==> src/rtl/wrb_pkg.sv <==
package wrb_pkg;
  localparam int BYTE_W   = 8;
  localparam int NUM_REGS = 4;
  localparam int IDX_W    = $clog2(NUM_REGS);
  localparam int ADDR_W   = IDX_W + 1;

  typedef enum logic [IDX_W-1:0] {
    REG_CNT   = 2'd0,
    REG_CMP_A = 2'd1,
    REG_CMP_B = 2'd2,
    REG_CAP   = 2'd3
  } reg_idx_e;
endpackage

==> src/rtl/wrb_decode.sv <==
module wrb_decode #(
  parameter int NUM_REGS = 4,
  parameter int IDX_W    = $clog2(NUM_REGS),
  parameter int ADDR_W   = IDX_W + 1
) (
  input  logic              wr_en_i,
  input  logic              rd_en_i,
  input  logic [ADDR_W-1:0] addr_i,
  output logic [IDX_W-1:0]  idx_o,
  output logic              hi_o,
  output logic              wr_hi_o,
  output logic [NUM_REGS-1:0] wr_lo_o,
  output logic [NUM_REGS-1:0] rd_lo_o
);
  assign idx_o   = addr_i[ADDR_W-1:1];
  assign hi_o    = addr_i[0];
  assign wr_hi_o = wr_en_i & hi_o;

  always_comb begin
    wr_lo_o = '0;
    rd_lo_o = '0;
    for (int i = 0; i < NUM_REGS; i++) begin
      if (idx_o == IDX_W'(i)) begin
        wr_lo_o[i] = wr_en_i & ~hi_o;
        rd_lo_o[i] = rd_en_i & ~wr_en_i & ~hi_o;
      end
    end
  end


  always_comb begin
    decode_onehot_chk: assert ($onehot0(wr_lo_o | rd_lo_o));
  end
endmodule

==> src/rtl/wrb_hold_latch.sv <==
module wrb_hold_latch #(
  parameter int BYTE_W = 8
) (
  input  logic              clk_i,
  input  logic              rst_ni,
  input  logic              load_i,
  input  logic [BYTE_W-1:0] load_d_i,
  input  logic              snap_i,
  input  logic [BYTE_W-1:0] snap_d_i,
  output logic [BYTE_W-1:0] hold_o
);
  always_ff @(posedge clk_i or negedge rst_ni) begin
    if (!rst_ni)     hold_o <= '0;
    else if (load_i) hold_o <= load_d_i;
    else if (snap_i) hold_o <= snap_d_i;
  end


  hold_load_chk: assert property (@(posedge clk_i) disable iff (!rst_ni)
    load_i |=> hold_o == $past(load_d_i));


  hold_snap_chk: assert property (@(posedge clk_i) disable iff (!rst_ni)
    (snap_i && !load_i) |=> hold_o == $past(snap_d_i));


  hold_idle_chk: assert property (@(posedge clk_i) disable iff (!rst_ni)
    (!snap_i && !load_i) |=> $stable(hold_o));
endmodule

==> src/rtl/wrb_reg_slot.sv <==
module wrb_reg_slot #(
  parameter int BYTE_W = 8,
  parameter bit HAS_HW = 1'b0,
  parameter int REG_W  = 2 * BYTE_W
) (
  input  logic              clk_i,
  input  logic              rst_ni,
  input  logic              cpu_we_i,
  input  logic [BYTE_W-1:0] cpu_hi_i,
  input  logic [BYTE_W-1:0] cpu_lo_i,
  input  logic              hw_we_i,
  input  logic [REG_W-1:0]  hw_d_i,
  output logic [REG_W-1:0]  q_o
);
  logic hw_take;

  if (HAS_HW) begin : g_hw
    assign hw_take = hw_we_i;
  end else begin : g_no_hw
    logic unused_hw;
    assign unused_hw = hw_we_i ^ (^hw_d_i);
    assign hw_take   = 1'b0;
  end

  always_ff @(posedge clk_i or negedge rst_ni) begin
    if (!rst_ni)       q_o <= '0;
    else if (cpu_we_i) q_o <= {cpu_hi_i, cpu_lo_i};
    else if (hw_take)  q_o <= hw_d_i;
  end

  // CPU commit wins over a simultaneous hardware load
  cpu_commit_chk: assert property (@(posedge clk_i) disable iff (!rst_ni)
    cpu_we_i |=> q_o == {$past(cpu_hi_i), $past(cpu_lo_i)});


  slot_hold_chk: assert property (@(posedge clk_i) disable iff (!rst_ni)
    (!cpu_we_i && !hw_take) |=> $stable(q_o));
endmodule

==> src/rtl/wide_reg_bridge.sv <==
module wide_reg_bridge
  import wrb_pkg::*;
#(
  parameter int                BYTE_W      = wrb_pkg::BYTE_W,
  parameter logic [NUM_REGS-1:0] HW_MASK   = 4'b1001,
  parameter logic [NUM_REGS-1:0] DIRECT_HI = 4'b0110,
  parameter int                REG_W       = 2 * BYTE_W
) (
  input  logic              clk_i,
  input  logic              rst_ni,
  input  logic              wr_en_i,
  input  logic              rd_en_i,
  input  logic [ADDR_W-1:0] addr_i,
  input  logic [BYTE_W-1:0] wdata_i,
  output logic [BYTE_W-1:0] rdata_o,
  input  logic              cnt_hw_we_i,
  input  logic [REG_W-1:0]  cnt_hw_d_i,
  input  logic              cap_hw_we_i,
  input  logic [REG_W-1:0]  cap_hw_d_i,
  output logic [REG_W-1:0]  cnt_o,
  output logic [REG_W-1:0]  cmp_a_o,
  output logic [REG_W-1:0]  cmp_b_o,
  output logic [REG_W-1:0]  cap_o
);
  logic [IDX_W-1:0]    idx;
  logic                hi_sel;
  logic                wr_hi;
  logic [NUM_REGS-1:0] wr_lo;
  logic [NUM_REGS-1:0] rd_lo;
  logic [BYTE_W-1:0]   hold;
  logic [REG_W-1:0]    regs  [NUM_REGS];
  logic [REG_W-1:0]    hw_d  [NUM_REGS];
  logic [NUM_REGS-1:0] hw_we;
  logic [BYTE_W-1:0]   snap_d;

  wrb_decode #(.NUM_REGS(NUM_REGS)) u_decode (
    .wr_en_i (wr_en_i),
    .rd_en_i (rd_en_i),
    .addr_i  (addr_i),
    .idx_o   (idx),
    .hi_o    (hi_sel),
    .wr_hi_o (wr_hi),
    .wr_lo_o (wr_lo),
    .rd_lo_o (rd_lo)
  );

  assign snap_d = regs[idx][REG_W-1:BYTE_W];

  wrb_hold_latch #(.BYTE_W(BYTE_W)) u_hold (
    .clk_i    (clk_i),
    .rst_ni   (rst_ni),
    .load_i   (wr_hi),
    .load_d_i (wdata_i),
    .snap_i   (|rd_lo),
    .snap_d_i (snap_d),
    .hold_o   (hold)
  );

  always_comb begin
    hw_we          = '0;
    hw_we[REG_CNT] = cnt_hw_we_i;
    hw_we[REG_CAP] = cap_hw_we_i;
    for (int i = 0; i < NUM_REGS; i++) hw_d[i] = '0;
    hw_d[REG_CNT]  = cnt_hw_d_i;
    hw_d[REG_CAP]  = cap_hw_d_i;
  end

  for (genvar g = 0; g < NUM_REGS; g++) begin : g_slot
    wrb_reg_slot #(.BYTE_W(BYTE_W), .HAS_HW(HW_MASK[g])) u_slot (
      .clk_i    (clk_i),
      .rst_ni   (rst_ni),
      .cpu_we_i (wr_lo[g]),
      .cpu_hi_i (hold),
      .cpu_lo_i (wdata_i),
      .hw_we_i  (hw_we[g]),
      .hw_d_i   (hw_d[g]),
      .q_o      (regs[g])
    );
  end

  always_comb begin
    if (!hi_sel)             rdata_o = regs[idx][BYTE_W-1:0];
    else if (DIRECT_HI[idx]) rdata_o = regs[idx][REG_W-1:BYTE_W];
    else                     rdata_o = hold;
  end

  assign cnt_o   = regs[REG_CNT];
  assign cmp_a_o = regs[REG_CMP_A];
  assign cmp_b_o = regs[REG_CMP_B];
  assign cap_o   = regs[REG_CAP];


  direct_rd_chk: assert property (@(posedge clk_i) disable iff (!rst_ni)
    (rd_en_i && !wr_en_i && hi_sel && DIRECT_HI[idx]) |=> $stable(hold));


  hi_wr_cmp_chk: assert property (@(posedge clk_i) disable iff (!rst_ni)
    (wr_en_i && hi_sel) |=> ($stable(cmp_a_o) && $stable(cmp_b_o)));


  hw_load_chk: assert property (@(posedge clk_i) disable iff (!rst_ni)
    (cap_hw_we_i && !(wr_en_i && !hi_sel && idx == REG_CAP)) |=> cap_o == $past(cap_hw_d_i));
endmodule

==> config.mk <==
export PLATFORM = sky130hd
export DESIGN_NAME = wide_reg_bridge
export DESIGN_NICKNAME = d
export VERILOG_FILES = /design/src/rtl/wrb_pkg.sv /design/src/rtl/wrb_decode.sv /design/src/rtl/wrb_hold_latch.sv /design/src/rtl/wrb_reg_slot.sv /design/src/rtl/wide_reg_bridge.sv
export SDC_FILE = /design/constraint.sdc
export NUM_CORES = 1
export LEC_CHECK = 0
export BUFFER_PORTS_ARGS = -buffer_cell sky130_fd_sc_hd__buf_2
export CAP_MARGIN = 20
export CORE_MARGIN = 5
export CORE_UTILIZATION = 50
export DETAILED_ROUTE_END_ITERATION = 10
export GPL_TIMING_DRIVEN = 0
export PLACE_DENSITY = 0.81
export SETUP_SLACK_MARGIN = 0.5
export SYNTH_ARGS = -nofsm -noshare
export SYNTH_HDL_FRONTEND = slang
export SYNTH_SLANG_ARGS = --single-unit
==> constraint.sdc <==
create_clock -name clk_i -period 1.8 [get_ports clk_i]
set_input_delay 0.18 -clock clk_i [delete_from_list [all_inputs] [get_ports clk_i]]
set_output_delay 0.18 -clock clk_i [all_outputs]
set_load 0.02 [all_outputs]
==> flow_summary.ini, run 1 <==
[logic_synthesis]
synthArstFlopShare = 1.00
synth_top_flop_cell = dfrtp_1
yosys_warnings = 0
syn_area_per_cell_um2 = 12.0
synth_top_area_frac = 0.463
synth.top_cells.by_count = 72 x dfrtp_1, 48 x mux2_2, 44 x a21oi_1
ys_ff_latch = 72
syn_nets = 377
netlist_area_mm2 = 0.00389
syn_inst = 324
synth_edf_count = 0
synth.distinct_cells = 30
synth_most_common_cell = dfrtp_1
seq_area_frac_synth = 0.463
synth_top_area_cell = dfrtp_1
synth_area_leaders = dfrtp_1 46%, mux2_2 14%, mux2i_1 9.5%

[status]
status = finished with violations
violations = setup timing

[floorplan]
die_area_mm2 = 0.00965
io_pins = 121
coreArea_mm2 = 0.00765
die_w_um = 98.2
core.rowCount = 32
start_util = 0.509
die_h_um = 98.2

[sta]
tightest_slew_ns = 0.913
slew_violations = 0
relSlewSlack = 0.391
hold_violations = 0
rsz0062_at_grt = true
setup_viol = 8
period_needed_ns = 2.00
min_period_over_period = 1.11
skew_ns = 0.00524
fin_setup_tns_ns = -0.927
setup_slack_ns = -0.199
fmax_mhz = 500

[cts]
htree_levels = 3
clock_path_buffers = 2
cts_buffers = 9
clk_latency_ns = 0.35
cts_tree = done
cts_sinks = 72
cts_root_buf = clkbuf_8
clk_pin_slew_ns = 0.08

[critical_path]
path_max_fanout = 8
rr_endpoint = u_hold.hold_o[4]$_DFFE_PN0P_
r2r_setup_slack_ns = 0.26
timing.critical_path.to = rdata_o[1]
worst-r2r-cell-count = 4
worst_ep_required_time_ns = 1.62
critical_path.startpoint = addr_i[1]
cp-start-kind = input pin
worstPathArrival_ns = 1.82
path_class = in2out
endpoint_kind = output port
worstReg2RegStart = g_slot[3].u_slot.q_o[12]$_DFFE_PN0P_

[route]
drtIter0Drc = 436
drcViolationCount = 0
route.met2.wl_um = 5960
topRoutingLayerUsed = met4
drt_pre_antenna_iters = 5
wl_met3_um = 1250
viasPerCell = 5.82
wl_met1_um = 4960
wire_per_inst_um = 21.7
wl_um = 12600
ant_nets = 0
vias = 3389

[pwr]
ir_worst_vdd_v = 0.000598
leakagePower_nw = 2.59
p_total_mw = 5.89
cellPowerDensity_mw_per_mm2 = 1100

[placed_design]
gp_congestion = 0.855
dp_hpwl_um = 8300
io_buffers = 118

[global_route]
overflow = 0
grt_max_degree = 73
grt_pass1_vias = 3483
antenna_found_initial = 0
grt_pass1_wl_um = 19200
grtUsageTotal = 0.256

[layout]
layout-drive-gt1-share = 0.531
nets = 528
num_antenna_cells = 0
syn2layout_area_growth_pct = 37.0

[run]
maxCapViolations = 0

[hold_path]
hp-class = in2reg
[stage by stage]
step	cell area, um2	hold WS, ns	cells	setup WS [ns]	util
global route	5330	0.124	582	-0.214	0.697
detailed placement	4740	0.371	544	-0.338	0.620
global placement	4740	0.480	544	-0.315	0.620
CTS	5190	0.114	572	-0.163	0.679
floorplan	4020	-0.116	324	0.171	-
finish	5330	0.127	582	-0.199	0.697
[layer usage]
layer / vias up / GRT usage
met5: - / 0
met4: 0 / 0.103
met3: 42 / 0.0707
met2: 211 / 0.420
met1: 1626 / 0.322
li1: 1510 / -
[layout by cell type (no fill, tap or decap), types with 2 or more instances in the layout]
cell type  count
a21oi_1       32
a21oi_2       11
a222oi_1       8
buf_12         3
buf_2        111
buf_4         26
buf_6          8
buf_8          2
bufinv_16      4
clkbuf_16      2
clkbuf_2       6
clkbuf_8      11
clkinv_2       2
dfrtp_1       72
ha_2           2
inv_1          5
mux2_2        45
mux2_4         3
mux2i_1       37
mux4_1         8
mux4_2         3
nand2_1        5
nand2_4        3
nand3b_1       2
nor2_1        41
o211ai_1       8
o32ai_2        2
[flip-flops by register name (all words and copies together), names as in the netlist]
name,flops
u_hold.hold_o,8
g_slot.u_slot.q_o,64
[power by group]
part           switching [mW]  leakage [nW]  internal (mW)
registers               0.278         0.848           1.93
clock network           0.640         0.136           1.09
logic                    1.06          1.61          0.883
total                    1.98          2.59           3.91
[logic make-up after synthesis]
| group | synth area share |
|---|---|
| AO/OA/AOI/OAI | 0.102 |
| adder cells (fa/ha/maj) | 0.0129 |
| buffers and inverters | 0.0421 |
| flip-flops | 0.463 |
| multiplexers | 0.307 |
| AND/OR/NAND/NOR | 0.0730 |
[repair_timing]
item	CTS	global route
endpoints found under the setup margin	57	40
pin swaps	19	12
setup buffers	11	9
hold endpoints to repair	59	0
gates cloned	0	1
hold buffers	1	0
gates resized for setup	32	16
[how the worst min path moves through the flow]
stage | start | end | slack, ns | cells past startpoint
2_1_floorplan | rst_ni | g_slot[0].u_slot.q_o[0]$_DFFE_PN0P_ | -0.12 | 0
3_3_place_gp | cnt_hw_d_i[2] | g_slot[0].u_slot.q_o[2]$_DFFE_PN0P_ | 0.48 | 3
3_5_place_dp | rst_ni | g_slot[3].u_slot.q_o[5]$_DFFE_PN0P_ | 0.37 | 1
4_1_cts | wdata_i[2] | g_slot[1].u_slot.q_o[2]$_DFFE_PN0P_ | 0.11 | 2
5_1_grt | wdata_i[7] | g_slot[0].u_slot.q_o[7]$_DFFE_PN0P_ | 0.12 | 3
6_report | cap_hw_d_i[9] | g_slot[3].u_slot.q_o[9]$_DFFE_PN0P_ | 0.13 | 3
[cell type report]
type | count | area [um2]
clock inverters | 6 | 130
well taps | 102 | 128
repair buffers | 140 | 830
flip-flops and latches | 72 | 1800
multi-input cells | 224 | 2050
plain buffers | 21 | 209
fillers | 556 | 2310
inverters | 7 | 51.3
clock buffers | 10 | 138
[critical path, stage by stage]
cell and delay (ns):
buf_4 0.17, buf_12 0.14, inv_12 0.04, ha_4 0.24
and2_4 0.15, buf_8 0.13, a222oi_1 0.47, a21oi_2 0.11
buf_4 0.19
No activity file was read; power rests on OpenSTA's default activity.
==> inputs of run 2 (changes only) <==
--- a/config.mk
+++ b/config.mk
@@ -9,9 +9,10 @@
 export CAP_MARGIN = 20
 export CORE_MARGIN = 5
 export CORE_UTILIZATION = 50
+export CTS_BUF_LIST = sky130_fd_sc_hd__clkbuf_4 sky130_fd_sc_hd__clkbuf_8
 export DETAILED_ROUTE_END_ITERATION = 10
 export GPL_TIMING_DRIVEN = 0
-export PLACE_DENSITY = 0.81
+export PLACE_DENSITY = 0.78
 export SETUP_SLACK_MARGIN = 0.5
 export SYNTH_ARGS = -nofsm -noshare
 export SYNTH_HDL_FRONTEND = slang
==> run 2 against run 1 <==
Against the previous run: the run still ends with setup timing left; sequential power is essentially flat; first-iteration DRC count shrank 46%; critical endpoint is now rdata_o[5]; clock power shrank 21%; clock skew is essentially flat; worst hold slack lost 0.0088 ns; fmax grew 3.1%; non-clock buffer count shrank 4.
==> flow_summary.ini, run 2 (synthesis results as in run 1) <==
[critical_path]
cp-start-kind = input pin
worstReg2RegStart = g_slot[3].u_slot.q_o[9]$_DFFE_PN0P_
timing.critical_path.to = rdata_o[5]
cp_common_cell = buf_8
worst-r2r-cell-count = 4
worstPathArrival_ns = 1.76
worst_ep_required_time_ns = 1.62
critical_path.startpoint = addr_i[2]
path_max_fanout = 8
cp_slowest_cell = a222oi_1
cpPeakStageDelay_ns = 0.45
rr_endpoint = u_hold.hold_o[1]$_DFFE_PN0P_
path_class = in2out
endpoint_kind = output port
path_cells = buf_8, buf_12, clkbuf_16, clkinv_8, ha_4, and2_4, buf_8, a222oi_1, a21oi_2, buf_6
r2r_setup_slack_ns = 0.30

[global_route]
grt_busiest_layer = met2
grtUsageTotal = 0.245
use_met1 = 0.314
grt_pass1_wl_um = 18600
grt_pass1_vias = 3499
overflow = 0
grt_use_met3 = 0.0857
antenna_found_initial = 0
grt_max_degree = 73
grtUsageMet2 = 0.393

[layout]
largest_reg_flops = 64
final_common_cell = buf_2
syn2layout_area_growth_pct = 35.3
largest_register = g_slot.u_slot.q_o
seqCellArea_mm2 = 0.00180
reg_top3 = g_slot.u_slot.q_o: 64 flops, u_hold.hold_o: 8 flops
nFillCells = 579
multi_input_area_mm2 = 0.00207
final_cell_mix = 111 x buf_2, 72 x dfrtp_1, 45 x mux2_2
nets = 524
layout-drive-gt1-share = 0.523
fin_util = 0.688
num_antenna_cells = 0
final_cells = 578
design_area_mm2 = 0.00526

[status]
violations = setup timing
status = finished with violations

[sta]
setup_viol = 8
fin_setup_tns_ns = -0.833
tightest_slew_ns = 0.767
fmax_mhz = 516
relSlewSlack = 0.488
slew_violations = 0
skew_ns = 0.00572
hold_violations = 0
rsz0062_at_grt = true
period_needed_ns = 1.94
setup_slack_ns = -0.138
min_period_over_period = 1.08

[cts]
cts_sinks = 72
htree_levels = 3
clock_path_buffers = 2
cts_root_buf = clkbuf_8
cts_buffers = 9
cts_tree = done
clk_pin_slew_ns = 0.08
clk_latency_ns = 0.35

[pwr]
leakagePower_nw = 2.54
cellPowerDensity_mw_per_mm2 = 1040
ir_worst_vdd_v = 0.000529

[hold_path]
hp-class = in2reg

[floorplan]
io_pins = 121
die_h_um = 98.2
core.rowCount = 32
die_w_um = 98.2
die_area_mm2 = 0.00965
coreArea_mm2 = 0.00765
start_util = 0.509

[placed_design]
placed_cell_area_mm2 = 0.00474
io_buffers = 118
dp_hpwl_um = 8370
gp_congestion = 0.890
placed_cells = 544

[route]
drtIter0Drc = 237
drcViolationCount = 0
wire_per_inst_um = 20.7
wl_um = 12000
viasPerCell = 5.74
drt_pre_antenna_iters = 6
ant_nets = 0
vias = 3318

[run]
maxCapViolations = 0
-- run 2: final cells by class --
class / count / share of cell area
multi-input cells: 224 / 0.392
flip-flops and latches: 72 / 0.342
repair buffers: 136 / 0.152
plain buffers: 21 / 0.0397
clock buffers: 13 / 0.0316
well taps: 102 / 0.0242
inverters: 7 / 0.00975
clock inverters: 3 / 0.00761
-- run 2: layer usage --
layer  up-vias  wire (um)
met4         0        226
met5         -          0
met2       161       5740
met3        20       1190
li1       1506          -
met1      1631       4830
-- run 2: how the worst min path moves through the flow --
stage	start	slack, ns	end	cells past startpoint
after floorplan	rst_ni	-0.12	g_slot[0].u_slot.q_o[0]$_DFFE_PN0P_	0
after global placement	cap_hw_d_i[15]	0.48	g_slot[3].u_slot.q_o[15]$_DFFE_PN0P_	3
after detailed placement	rst_ni	0.36	g_slot[2].u_slot.q_o[13]$_DFFE_PN0P_	1
after CTS	cap_hw_d_i[14]	0.12	g_slot[3].u_slot.q_o[14]$_DFFE_PN0P_	3
after global routing	cap_hw_d_i[6]	0.14	g_slot[3].u_slot.q_o[6]$_DFFE_PN0P_	3
final	cap_hw_d_i[14]	0.12	g_slot[3].u_slot.q_o[14]$_DFFE_PN0P_	3
-- run 2: per-stage QoR --
step | hold WS, ns | setup WS [ns] | power [mW]
finish | 0.118 | -0.138 | 5.46
global route | 0.138 | -0.189 | 5.70
CTS | 0.117 | -0.158 | 5.36
detailed placement | 0.362 | -0.329 | 3.96
global placement | 0.481 | -0.288 | 3.91
floorplan | -0.116 | 0.171 | 3.30
-- run 2: timing repair --
| action | in CTS | in global routing |
|---|---|---|
| endpoints found under the hold margin | 65 | 0 |
| pin swaps | 18 | 23 |
| buffers inserted | 9 | 8 |
| gates resized for setup | 24 | 27 |
| hold buffers | 1 | 0 |
| endpoints found under the setup margin | 52 | 58 |
-- run 2: worst max-delay path: cells and delay by family --
family                   cells  cell delay (ns)
AO/OA/AOI/OAI                2             0.56
buffers and inverters        6             0.69
adder cells (fa/ha/maj)      1             0.19
AND/OR/NAND/NOR              1             0.14
-- run 2: power breakdown --
group          total, mW  switching (mW)  internal [mW]
Combinational       1.89            1.02          0.868
Clock               1.36           0.613          0.743
Sequential          2.21           0.283           1.93
Total               5.46            1.92           3.54
